--- src/rtl/nand_ecc1_pkg.sv ---
package nand_ecc1_pkg;
  localparam int HALF_W   = 12;
  localparam int CODE_W   = 2 * HALF_W;
  localparam int BYTE_IDX_W = 9;
  localparam int BIT_IDX_W  = 3;

  typedef enum logic [1:0] {
    ST_CLEAN    = 2'd0,
    ST_DATA_FIX = 2'd1,
    ST_CODE_HIT = 2'd2,
    ST_UNCORR   = 2'd3
  } ecc_status_e;

  typedef struct packed {
    logic [HALF_W-1:0] hi;
    logic [HALF_W-1:0] lo;
  } parity_t;

  // Parity contribution of one byte: every set bit toggles its own position
  // into the upper half and the complement of it into the lower half.
  function automatic parity_t byte_contrib(input logic [7:0] d,
                                           input logic [BYTE_IDX_W-1:0] idx);
    parity_t r;
    logic [HALF_W-1:0] pos;
    r = '0;
    for (int k = 0; k < 8; k++) begin
      pos = {idx, BIT_IDX_W'(k)};
      if (d[k]) begin
        r.hi = r.hi ^ pos;
        r.lo = r.lo ^ ~pos;
      end
    end
    return r;
  endfunction

  // Packed code is inverted so an erased sector matches an erased spare area.
  function automatic logic [CODE_W-1:0] pack_code(input parity_t p);
    return ~{p.hi, p.lo};
  endfunction

  function automatic logic halves_complement(input logic [CODE_W-1:0] s);
    return (s[CODE_W-1:HALF_W] ^ s[HALF_W-1:0]) == {HALF_W{1'b1}};
  endfunction
endpackage

--- src/rtl/nand_ecc1_accum.sv ---
module nand_ecc1_accum
  import nand_ecc1_pkg::*;
(
  input  logic                  clk,
  input  logic                  rst_n,
  input  logic                  in_valid,
  input  logic                  in_sos,
  input  logic                  in_eos,
  input  logic [7:0]            in_byte,
  output logic [CODE_W-1:0]     code_q,
  output logic                  code_valid_q,
  output logic [BYTE_IDX_W-1:0] byte_idx
);
  parity_t               acc_q, acc_nxt, acc_base;
  logic [BYTE_IDX_W-1:0] idx_q, idx_eff;

  always_comb begin
    idx_eff  = in_sos ? '0 : idx_q;
    acc_base = in_sos ? '0 : acc_q;
    acc_nxt  = acc_base ^ byte_contrib(in_byte, idx_eff);
  end

  always_ff @(posedge clk or negedge rst_n) begin
    if (!rst_n) begin
      acc_q        <= '0;
      idx_q        <= '0;
      code_q       <= '0;
      code_valid_q <= 1'b0;
    end else begin
      code_valid_q <= in_valid && in_eos;
      if (in_valid) begin
        if (in_eos) begin
          code_q <= pack_code(acc_nxt);
          acc_q  <= '0;
          idx_q  <= '0;
        end else begin
          acc_q <= acc_nxt;
          idx_q <= idx_eff + BYTE_IDX_W'(1);
        end
      end
    end
  end

  assign byte_idx = idx_q;
endmodule

--- src/rtl/nand_ecc1_decide.sv ---
module nand_ecc1_decide
  import nand_ecc1_pkg::*;
#(
  parameter int SECTOR_BYTES = 512
) (
  input  logic                  clk,
  input  logic                  rst_n,
  input  logic                  cmp_go,
  input  logic [CODE_W-1:0]     syndrome,
  output logic [1:0]            status_q,
  output logic                  status_valid_q,
  output logic [BYTE_IDX_W-1:0] fix_byte_q,
  output logic [BIT_IDX_W-1:0]  fix_bit_q
);
  localparam logic [BYTE_IDX_W:0] LIMIT = (BYTE_IDX_W+1)'(SECTOR_BYTES);

  ecc_status_e           st_nxt;
  logic [BYTE_IDX_W-1:0] byte_f, byte_nxt;
  logic [BIT_IDX_W-1:0]  bit_f, bit_nxt;

  assign byte_f = syndrome[CODE_W-1 -: BYTE_IDX_W];
  assign bit_f  = syndrome[HALF_W +: BIT_IDX_W];

  always_comb begin
    st_nxt   = ST_UNCORR;
    byte_nxt = '0;
    bit_nxt  = '0;
    if (syndrome == '0) begin
      st_nxt = ST_CLEAN;
    end else if (halves_complement(syndrome)) begin
      if ({1'b0, byte_f} < LIMIT) begin
        st_nxt   = ST_DATA_FIX;
        byte_nxt = byte_f;
        bit_nxt  = bit_f;
      end
    end else if ($onehot(syndrome)) begin
      st_nxt = ST_CODE_HIT;
    end
  end

  always_ff @(posedge clk or negedge rst_n) begin
    if (!rst_n) begin
      status_q       <= '0;
      status_valid_q <= 1'b0;
      fix_byte_q     <= '0;
      fix_bit_q      <= '0;
    end else begin
      status_valid_q <= cmp_go;
      if (cmp_go) begin
        status_q   <= st_nxt;
        fix_byte_q <= byte_nxt;
        fix_bit_q  <= bit_nxt;
      end
    end
  end
endmodule

--- src/rtl/nand_ecc1.sv ---
module nand_ecc1
  import nand_ecc1_pkg::*;
#(
  parameter int SECTOR_BYTES = 512
) (
  input  logic        clk,
  input  logic        rst_n,
  input  logic        in_valid,
  input  logic        in_sos,
  input  logic        in_eos,
  input  logic [7:0]  in_byte,
  input  logic [23:0] stored_code,
  input  logic        cmp_go,
  output logic [23:0] code_out,
  output logic        code_valid,
  output logic [1:0]  status,
  output logic        status_valid,
  output logic [8:0]  fix_byte,
  output logic [2:0]  fix_bit
);
  logic [CODE_W-1:0]     syndrome;
  logic [BYTE_IDX_W-1:0] byte_idx;

  nand_ecc1_accum u_accum (
    .clk          (clk),
    .rst_n        (rst_n),
    .in_valid     (in_valid),
    .in_sos       (in_sos),
    .in_eos       (in_eos),
    .in_byte      (in_byte),
    .code_q       (code_out),
    .code_valid_q (code_valid),
    .byte_idx     (byte_idx)
  );

  assign syndrome = code_out ^ stored_code;

  nand_ecc1_decide #(.SECTOR_BYTES(SECTOR_BYTES)) u_decide (
    .clk            (clk),
    .rst_n          (rst_n),
    .cmp_go         (cmp_go),
    .syndrome       (syndrome),
    .status_q       (status),
    .status_valid_q (status_valid),
    .fix_byte_q     (fix_byte),
    .fix_bit_q      (fix_bit)
  );
endmodule

--- config.mk ---
export PLATFORM = sky130hd
export DESIGN_NAME = nand_ecc1
export DESIGN_NICKNAME = d
export VERILOG_FILES = /design/src/rtl/nand_ecc1_pkg.sv /design/src/rtl/nand_ecc1_accum.sv /design/src/rtl/nand_ecc1_decide.sv /design/src/rtl/nand_ecc1.sv
export SDC_FILE = /design/constraint.sdc
export NUM_CORES = 1
export LEC_CHECK = 0
export ABC_AREA = 0
export BUFFER_PORTS_ARGS = -buffer_cell sky130_fd_sc_hd__buf_4
export CAP_MARGIN = 5
export CORE_AREA = 10 10 106 108
export CTS_CLUSTER_SIZE = 28
export DETAILED_ROUTE_END_ITERATION = 10
export DIE_AREA = 0 0 116 118
export PLACE_DENSITY = 0.8
export SYNTH_ARGS = -nofsm -noshare
export SYNTH_HDL_FRONTEND = slang
export SYNTH_SLANG_ARGS = --single-unit
--- constraint.sdc ---
create_clock -name clk -period 12.5 [get_ports clk]
set_input_delay 0.625 -clock clk [delete_from_list [all_inputs] [get_ports clk]]
set_output_delay 0.625 -clock clk [all_outputs]
set_load 0.03 [all_outputs]
Yosys cells after proc, flatten, opt, wreduce, memory -nomap -nowiden
Cells that the tools add are included.

storage, ports and cells
  register bits = 73
  logic and storage cells = 83

cells by class
  add/sub/neg operators = 24
  equal/unequal tests = 2
  muxes and demuxes = 19
  bitwise operators = 26
  reduce and logical (&&, ||, !) cells = 3

operator list
  kind                                                                    number
  24-bit two-way mux                                                      10
  12-bit bitwise XOR                                                      15
  12-bit NOT                                                              8
  5-bit adder                                                             11
  24-bit bitwise XOR                                                      2
  9-bit two-way mux                                                       4
  1-bit by 1-bit adder with 2-bit output                                  12
  24-bit zero test                                                        1
  24-bit NOT                                                              1
  12-bit equality test (second input constant)                            1
  9-bit by 1-bit adder with 9-bit output (second input constant)          1
  3-bit two-way mux                                                       2
  5-bit by 1-bit equality test with 1-bit output (second input constant)  1
  2-bit two-way mux                                                       2
  2-bit AND reduction                                                     1
  1-bit logical AND                                                       1
  1-bit two-way mux                                                       1

Logic depth before layout (Yosys ltp)
Gate-level depths: netlist of run 1.

  depth after elaboration = 19
  depth in mapped cells = 18
  gate-level depth less buffers = 18

Hierarchy
Synthesis of run 1 repeated with hierarchy kept, for this count alone.

unflattened totals
  cell total of the unflattened synthesis = 498
  area, all modules = 4,745.8 sq um

modules (own cells, without submodules)
  module            instances  cells each  area an instance (sq um)  seq. area each (sq um)
  nand_ecc1_accum   1          331         3,054.2                   1,451.4
  nand_ecc1_decide  1          143         1,481.4                   375.4
  nand_ecc1         1          24          210.2                     0.0

Least setup slack after synthesis of run 1
OpenSTA, ideal clock, no wires.

  kind = input-to-reg
  start point = input port stored_code[22]
  end point = register u_decide.status_q[0]
  setup time = 0.126 ns
  arrival time = 4.885 ns
  path slack = 7.489 ns
  stages = 16
  path buffers = 0
  cell sequence = xnor2_1 > inv_1 > ha_1 > fa_1 > inv_1 > fa_1 > fa_1 > fa_1 > inv_1 > fa_1 > ha_1 > fa_1 > nor3_1 > a31oi_1 > o21ai_0 > nand3_1

on the way
  longest elaborated chain between the ends = 9
  elaborated cells on any way between the ends = 12
  classes of those cells = add/sub (4); eq/ne (2); mux (3); bitwise (2); reduce/logical (1)

RTL lines
  what                                                          RTL line                text
  start: declaration                                            nand_ecc1.sv:12         input logic [23:0] stored_code,
  24-bit bitwise XOR (*)                                        nand_ecc1.sv:36         assign syndrome = code_out ^ stored_code;
  1-bit by 1-bit adder with 2-bit output (not written as such)  nand_ecc1_decide.sv:36  end else if ($onehot(syndrome)) begin
  5-bit adder (not written as such) (3 in a row)                nand_ecc1_decide.sv:36
  5-bit by 1-bit equality test with 1-bit output                nand_ecc1_decide.sv:36
  1-bit two-way mux                                             nand_ecc1_decide.sv:36
  2-bit two-way mux                                             nand_ecc1_decide.sv:30  end else if (halves_complement(syndrome)) begin
  2-bit two-way mux (*)                                         nand_ecc1_decide.sv:28  if (syndrome == '0) begin
  end signal: assignment                                        nand_ecc1_decide.sv:50  status_q <= st_nxt;
  end: declaration                                              nand_ecc1_decide.sv:10  output logic [1:0] status_q,

Mark *: on every way between the ends. The rest lies on a longest branch, timed or not.
A chain may end at the register's enable or synchronous reset.

Worst setup path after layout of run 1
  start point = register u_accum.code_q[21]
  end point = register u_decide.status_q[0]

on the way
  longest elaborated chain between the ends = 9
  elaborated cells on any way between the ends = 12
  classes of those cells = add/sub (4); eq/ne (2); mux (3); bitwise (2); reduce/logical (1)

RTL lines
  what                                                          RTL line                text
  start: declaration                                            nand_ecc1_accum.sv:10   output logic [CODE_W-1:0] code_q,
  start signal: assignment                                      nand_ecc1_accum.sv:33   code_q <= pack_code(acc_nxt);
  24-bit bitwise XOR (*)                                        nand_ecc1.sv:36
  1-bit by 1-bit adder with 2-bit output (not written as such)  nand_ecc1_decide.sv:36
  5-bit adder (not written as such) (3 in a row)                nand_ecc1_decide.sv:36
  5-bit by 1-bit equality test with 1-bit output                nand_ecc1_decide.sv:36
  1-bit two-way mux                                             nand_ecc1_decide.sv:36
  2-bit two-way mux                                             nand_ecc1_decide.sv:30
  2-bit two-way mux (*)                                         nand_ecc1_decide.sv:28

Marks and branches as above.

==> impl_metrics.env, run 1 <==
export IMPL_start_util_pct=56.8
export IMPL_clk_pin_slew_ns=0.08
export IMPL_tns_ns=0
export IMPL_slew_viol_final=0
export IMPL_setup_ws_ns=7.32
export IMPL_p_per_area_mw_per_mm2=302
export IMPL_gp_congestion=0.961
export IMPL_fin_crit_sh_pct=41.4
export IMPL_crit_type="reg2reg"
export IMPL_start_kind="register"
export IMPL_drcViolationCount=0
export IMPL_seq_area_frac_synth_pct=35.3
export IMPL_synthArstFlopShare_pct=100
export IMPL_core_area_sq_mm=0.00911
export IMPL_setup_viol=0
export IMPL_cts_sinks=73
export IMPL_nFillCells=720
export IMPL_grt_pass1_wl_mm=23.6
export IMPL_holdWs_ns=0.388
export IMPL_drt_iter0_markers=503
export IMPL_slew_headroom_pct=31.2
export IMPL_end_kind="register"
export IMPL_synth_top_area_share_pct=35.3
export IMPL_drt_wl_total_mm=14.4
export IMPL_min_period_ns=5.18
export IMPL_tightest_slew_ns=1.03
export IMPL_arrival_ns=5.42
export IMPL_grt_max_degree=74
export IMPL_clock_power_share_pct=12.8
export IMPL_power_frac_seq_pct=16.7
export IMPL_yosysWarningCount=0
export IMPL_row_count=35
export IMPL_grt_pass1_vias=4580
export IMPL_power_share_switching_pct=46.9
export IMPL_htreeDepth=3
export IMPL_overflow=0
export IMPL_totalPowerFinal_mw=1.83
export IMPL_syn_inst=562
export IMPL_min_path_type="in2reg"
export IMPL_irDropWorstVdd_uv=437
export IMPL_dp_hpwl_mm=10.3
export IMPL_ios=78
export IMPL_final_util_pct=66.5
export IMPL_synth_area_per_cell_sq_um=9.21
export IMPL_internal_power_mw=0.972
export IMPL_ys_seq_elements=73
export IMPL_multi_input_area_sq_mm=0.00296
export IMPL_syn_area_sq_mm=0.00518
export IMPL_crit_required_ns=12.74
export IMPL_grt_setup_unrepaired="no"
export IMPL_worstSkewPairLatency_ns=0.36
export IMPL_die_w_um=116
export IMPL_p_switching_mw=0.858
export IMPL_synth_top_cell_by_area="dfrtp_1"
export IMPL_cts_tree="done"
export IMPL_skew_ns=0.00744
export IMPL_post_place_ws_ns=7.06
export IMPL_cts_resized=0
export IMPL_fmax_ghz=0.193
export IMPL_die_h_um=118
export IMPL_ys_types=41
export IMPL_path_max_fanout=4
export IMPL_antenna_found_initial=0
export IMPL_hold_viol=0
export IMPL_mostFrequentLayoutCells="buf_4, inv_1, dfrtp_1"
export IMPL_cts_hold_buffers=0
export IMPL_combPwrFrac_pct=70.5
export IMPL_drtPass1Iterations=5
export IMPL_maxCapViolCount=0
export IMPL_io_buffers=77
export IMPL_syn_nets=650
export IMPL_routedWlPerCell_um=19.6
export IMPL_yosys_most_used_dff="dfrtp_1"
export IMPL_synth_area_top_cells="dfrtp_1, xnor2_1, ha_1"
export IMPL_status="finished clean"
export IMPL_ff_latch_area_sq_mm=0.00183
export IMPL_synth_edff_count=0
export IMPL_cts_root_buffer="clkbuf_8"
export IMPL_die_area_sq_mm=0.0137
export IMPL_grtUsageTotal_pct=21.4
export IMPL_cts_setup_buffers=0
export IMPL_area_growth_syn_to_layout_pct=17.0
export IMPL_nNetsFinal=710
export IMPL_cts_buffers=9
export IMPL_clk_path_buf_depth=2
export IMPL_antenna_cells=0
export IMPL_viasPerCell=6.01
export IMPL_vias=4438
export IMPL_drive_gt1_share_pct=16.3
export IMPL_ant_nets=0
export IMPL_final_common_cell="buf_4"
export IMPL_p_leak_nw=2.76
through the flow:
stage | cells | cell area (sq um)
3_3_place_gp | 722 | 5810
2_1_floorplan | 562 | 5180
5_1_grt | 738 | 6060
3_5_place_dp | 722 | 5810
6_report | 738 | 6060
4_1_cts | 738 | 6060
final cells by class:
cell class | count | share of cell area, %
Tap cell | 111 | 2.29
Inverter | 78 | 4.83
Sequential cell | 73 | 30.1
Clock buffer | 9 | 2.04
Clock inverter | 7 | 2.11
Timing Repair Buffer | 79 | 9.79
Multi-Input combinational cell | 381 | 48.8
final timing paths:
path	startpoint	endpoint	slack, ns	depth (start not counted)
max in group asynchronous	rst_n	u_accum.code_valid_q	11.46	1
min reg2reg	u_decide.fix_bit_q[2]	u_decide.fix_bit_q[2]	0.49	1
max	u_accum.code_q[21]	u_decide.status_q[0]	7.32	16
min in group asynchronous	rst_n	u_accum.acc_q[15]	0.40	1
min	cmp_go	u_decide.status_valid_q	0.39	1
max reg2reg	u_accum.code_q[21]	u_decide.status_q[0]	7.32	16
cell usage after synthesis (3+ instances only):
cell type  number
inv_1          77
dfrtp_1        73
xnor2_1        51
nor2_1         44
ha_1           31
nand2_1        31
nor3_1         29
clkbuf_1       26
fa_1           19
o21ai_0        19
o21ai_1        16
o2bb2ai_1      15
a31oi_1        11
or3_1          11
nand2b_1       10
a2111oi_0       9
a32oi_1         9
o31ai_1         8
a221o_1         7
mux2i_1         7
nand4_1         7
nor3b_1         7
xor2_1          5
a22o_1          4
nand3_1         4
nor2b_1         4
nor4_1          4
buf_2           3
xor2_2          3
metal layers:
metal | part of all wire (%) | GRT usage, % | wire length [um] | vias to the layer above
li1 | - | - | - | 2033
met1 | 39 | 25.1 | 5630 | 2198
met2 | 53 | 38.1 | 7710 | 180
met3 | 5.9 | 4.03 | 853 | 27
met4 | 1.7 | 6.18 | 250 | 0
met5 | 0 | 0 | 0 | -
power groups by stage:
| stage | combinational, mW | sequential [mW] | clock [mW] |
|---|---|---|---|
| CTS | 1.30 | 0.305 | 0.236 |
| global placement | 1.19 | 0.306 | 0 |
| floorplan | 0.935 | 0.335 | 0 |
| global route | 1.49 | 0.310 | 0.250 |
| detailed placement | 1.29 | 0.309 | 0 |
| finish | 1.29 | 0.306 | 0.234 |
sequential cells by signal, indices dropped and copies added (netlist names):
signal	count
u_decide.fix_bit_q	3
u_accum.acc_q	24
u_accum.code_valid_q	1
u_accum.code_q	24
u_decide.status_q	2
u_decide.status_valid_q	1
u_accum.byte_idx	9
u_decide.fix_byte_q	9
critical path, stage by stage, from the launching register on:
cell	delay (ns)
dfrtp_1	0.47
xnor2_1	0.42
inv_1	0.09
ha_1	0.22
fa_1	0.50
inv_1	0.06
fa_1	0.52
fa_1	0.52
fa_1	0.54
inv_1	0.06
fa_1	0.48
ha_1	0.24
fa_1	0.39
nor3_1	0.19
a31oi_1	0.07
o21ai_0	0.19
nand3_1	0.10
kinds of logic (layout without fill, tap and decap cells):
logic type,Yosys count,in the layout,share of synthesized area (%)
xor gates and xnor gates,61,61,11.0
and+or+nand+nor,156,156,14.7
buffers and inverters,108,173,7.97
DFF,73,73,35.3
muxes,7,7,1.35
adders and majority gates,50,50,14.8
AOI/OAI and AO/OA,107,107,14.8
Note: power is estimated with default switching activity, not from simulation.
==> inputs of run 2 (changes only) <==
Clock period 12.5 ns to 4.9 ns, I/O delays scaled along.
==> run 2 against run 1 <==
Compared with the run above:
- non-clock buffer count up 34
- core utilization up 3.6 points
- via count up 1.5%
- fmax up 9.6%
- first-iteration DRC count up 6.2%
- wire length up 1.6%
- largest cell class unchanged
- combinational power rose to 3.2 times the previous value
- final area up 5.5%
- setup slack worse by 7.1 ns
==> impl_metrics.env, run 2 (synthesis results as in run 1) <==
export IMPL_slew_viol_final=0
export IMPL_dp_hpwl_mm=10.7
export IMPL_met3_usage_pct=3.82
export IMPL_slew_headroom_pct=32.0
export IMPL_mostFrequentLayoutCells="buf_4, inv_1, dfrtp_1"
export IMPL_antenna_found_initial=0
export IMPL_crit_type="reg2reg"
export IMPL_io_buffers=77
export IMPL_maxCapViolCount=0
export IMPL_layoutNonFillerInstCount=772
export IMPL_fin_crit_sh_pct=96.4
export IMPL_irDropWorstVdd_uv=1310
export IMPL_p_leak_nw=2.95
export IMPL_crit_required_ns=5.14
export IMPL_drt_iter0_markers=534
export IMPL_gp_congestion=0.915
export IMPL_overflow=0
export IMPL_reg2reg_depth=18
export IMPL_top_regs="u_accum.acc_q x24, u_accum.code_q x24"
export IMPL_die_area_sq_mm=0.0137
export IMPL_crit_chain="xnor2_2, buf_4, ha_1, inv_2, fa_2, fa_2, inv_1, fa_1, inv_2, fa_1, inv_1, fa_1, ha_4, fa_2, nor3_2, a31oi_1, o21ai_1, nand3_1"
export IMPL_arrival_ns=4.97
export IMPL_end_kind="register"
export IMPL_min_path_type="in2async"
export IMPL_skew_ns=0.00733
export IMPL_nNetsFinal=744
export IMPL_die_w_um=116
export IMPL_drt_wl_total_mm=14.7
export IMPL_gr_usage_met2_pct=38.6
export IMPL_area_growth_syn_to_layout_pct=23.4
export IMPL_tightest_slew_ns=1.02
export IMPL_clk_path_buf_depth=2
export IMPL_drcViolationCount=0
export IMPL_start_kind="register"
export IMPL_grt_pass1_wl_mm=23.8
export IMPL_dp_cells=748
export IMPL_grt_pass1_vias=4622
export IMPL_cts_buffers=9
export IMPL_min_period_ns=4.73
export IMPL_hold_viol=0
export IMPL_grt_busiest_layer="met2"
export IMPL_nFillCells=690
export IMPL_ant_nets=0
export IMPL_grtUsageTotal_pct=21.6
export IMPL_core_area_sq_mm=0.00911
export IMPL_drtPass1Iterations=5
export IMPL_cts_root_buffer="clkbuf_8"
export IMPL_setup_viol=0
export IMPL_final_common_cell="buf_4"
export IMPL_cp_slowest_stage_delay_ns=0.57
export IMPL_htreeDepth=3
export IMPL_vias=4504
export IMPL_routedWlPerCell_um=19.0
export IMPL_antenna_cells=0
export IMPL_tns_ns=0
export IMPL_drive_gt1_share_pct=23.4
export IMPL_row_count=35
export IMPL_ios=78
export IMPL_worstSkewPairLatency_ns=0.35
export IMPL_grt_max_degree=74
export IMPL_viasPerCell=5.83
export IMPL_critical_path_slowest_cell="fa_2"
export IMPL_status="finished clean"
export IMPL_totalPowerFinal_mw=5.44
export IMPL_p_per_area_mw_per_mm2=851
export IMPL_clk_pin_slew_ns=0.09
export IMPL_start_util_pct=56.8
export IMPL_cts_tree="done"
export IMPL_cts_sinks=73
export IMPL_die_h_um=118
export IMPL_grt_use_met1_pct=25.4
export IMPL_fmax_ghz=0.212
export IMPL_final_util_pct=70.2
export IMPL_path_max_fanout=3
==> run 2: what timing repair did <==
action,CTS,global route
hold buffers,1,0
buffers inserted,1,6
gates resized for setup,4,17
cloned,0,0
setup endpoints to repair,1,1
endpoints found under the hold margin,1,0
pin swaps,2,14
==> run 2: where the power goes <==
group	switching, mW	internal (mW)
Combinational	2.16	1.97
Sequential	0.0856	0.687
Clock	0.252	0.289
==> run 2: worst paths after layout <==
| check | start | end | slack, ns |
|---|---|---|---|
| worst max register to register | u_accum.code_q[18] | u_decide.status_q[0] | 0.17 |
| min in group clk | in_valid | u_accum.byte_idx[2] | 0.21 |
| worst min register to register | u_accum.acc_q[14] | u_accum.acc_q[14] | 0.49 |
| worst min-delay path | rst_n | u_accum.code_q[3] | 0.02 |
| max in group asynchronous | rst_n | u_accum.code_q[18] | 4.20 |
| worst max-delay path | u_accum.code_q[18] | u_decide.status_q[0] | 0.17 |
==> run 2: per-stage QoR <==
step	hold WS [ns]	instance area, sq um	worst slack (ns)
global placement	0.364	6020	0.00148
global route	0.109	6390	-0.00383
floorplan	-0.0506	5190	0.0118
detailed placement	0.369	6020	-0.0703
CTS	0.0611	6290	0.0121
finish	0.0172	6390	0.175
==> run 2: layout make-up <==
type                    count  area (sq um)  area share (%)
clock buffers              10           128            2.00
clock inverters             6          92.6            1.45
inverters                  78           293            4.58
multi-input cells         381          3060            47.9
flip-flops and latches     73          1830            28.6
well taps                 111           139            2.17
repair buffers            113           851            13.3
==> run 2: worst max-delay path, delay by kind of cell, from the launching register on <==
kind	cells	cell delay [ns]
XOR/XNOR	1	0.15
adder cells (fa/ha/maj)	8	3.18
flip-flops	1	0.45
buffers and inverters	5	0.41
AND/OR/NAND/NOR	2	0.24
AO/OA/AOI/OAI	2	0.19
==> run 2: metal layers <==
metal | up-vias | part of all wire, % | wire length, um
li1 | 2095 | - | -
met1 | 2222 | 40 | 5840
met2 | 166 | 53 | 7850
met3 | 21 | 4.9 | 724
met4 | 0 | 1.7 | 255
met5 | - | 0 | 0
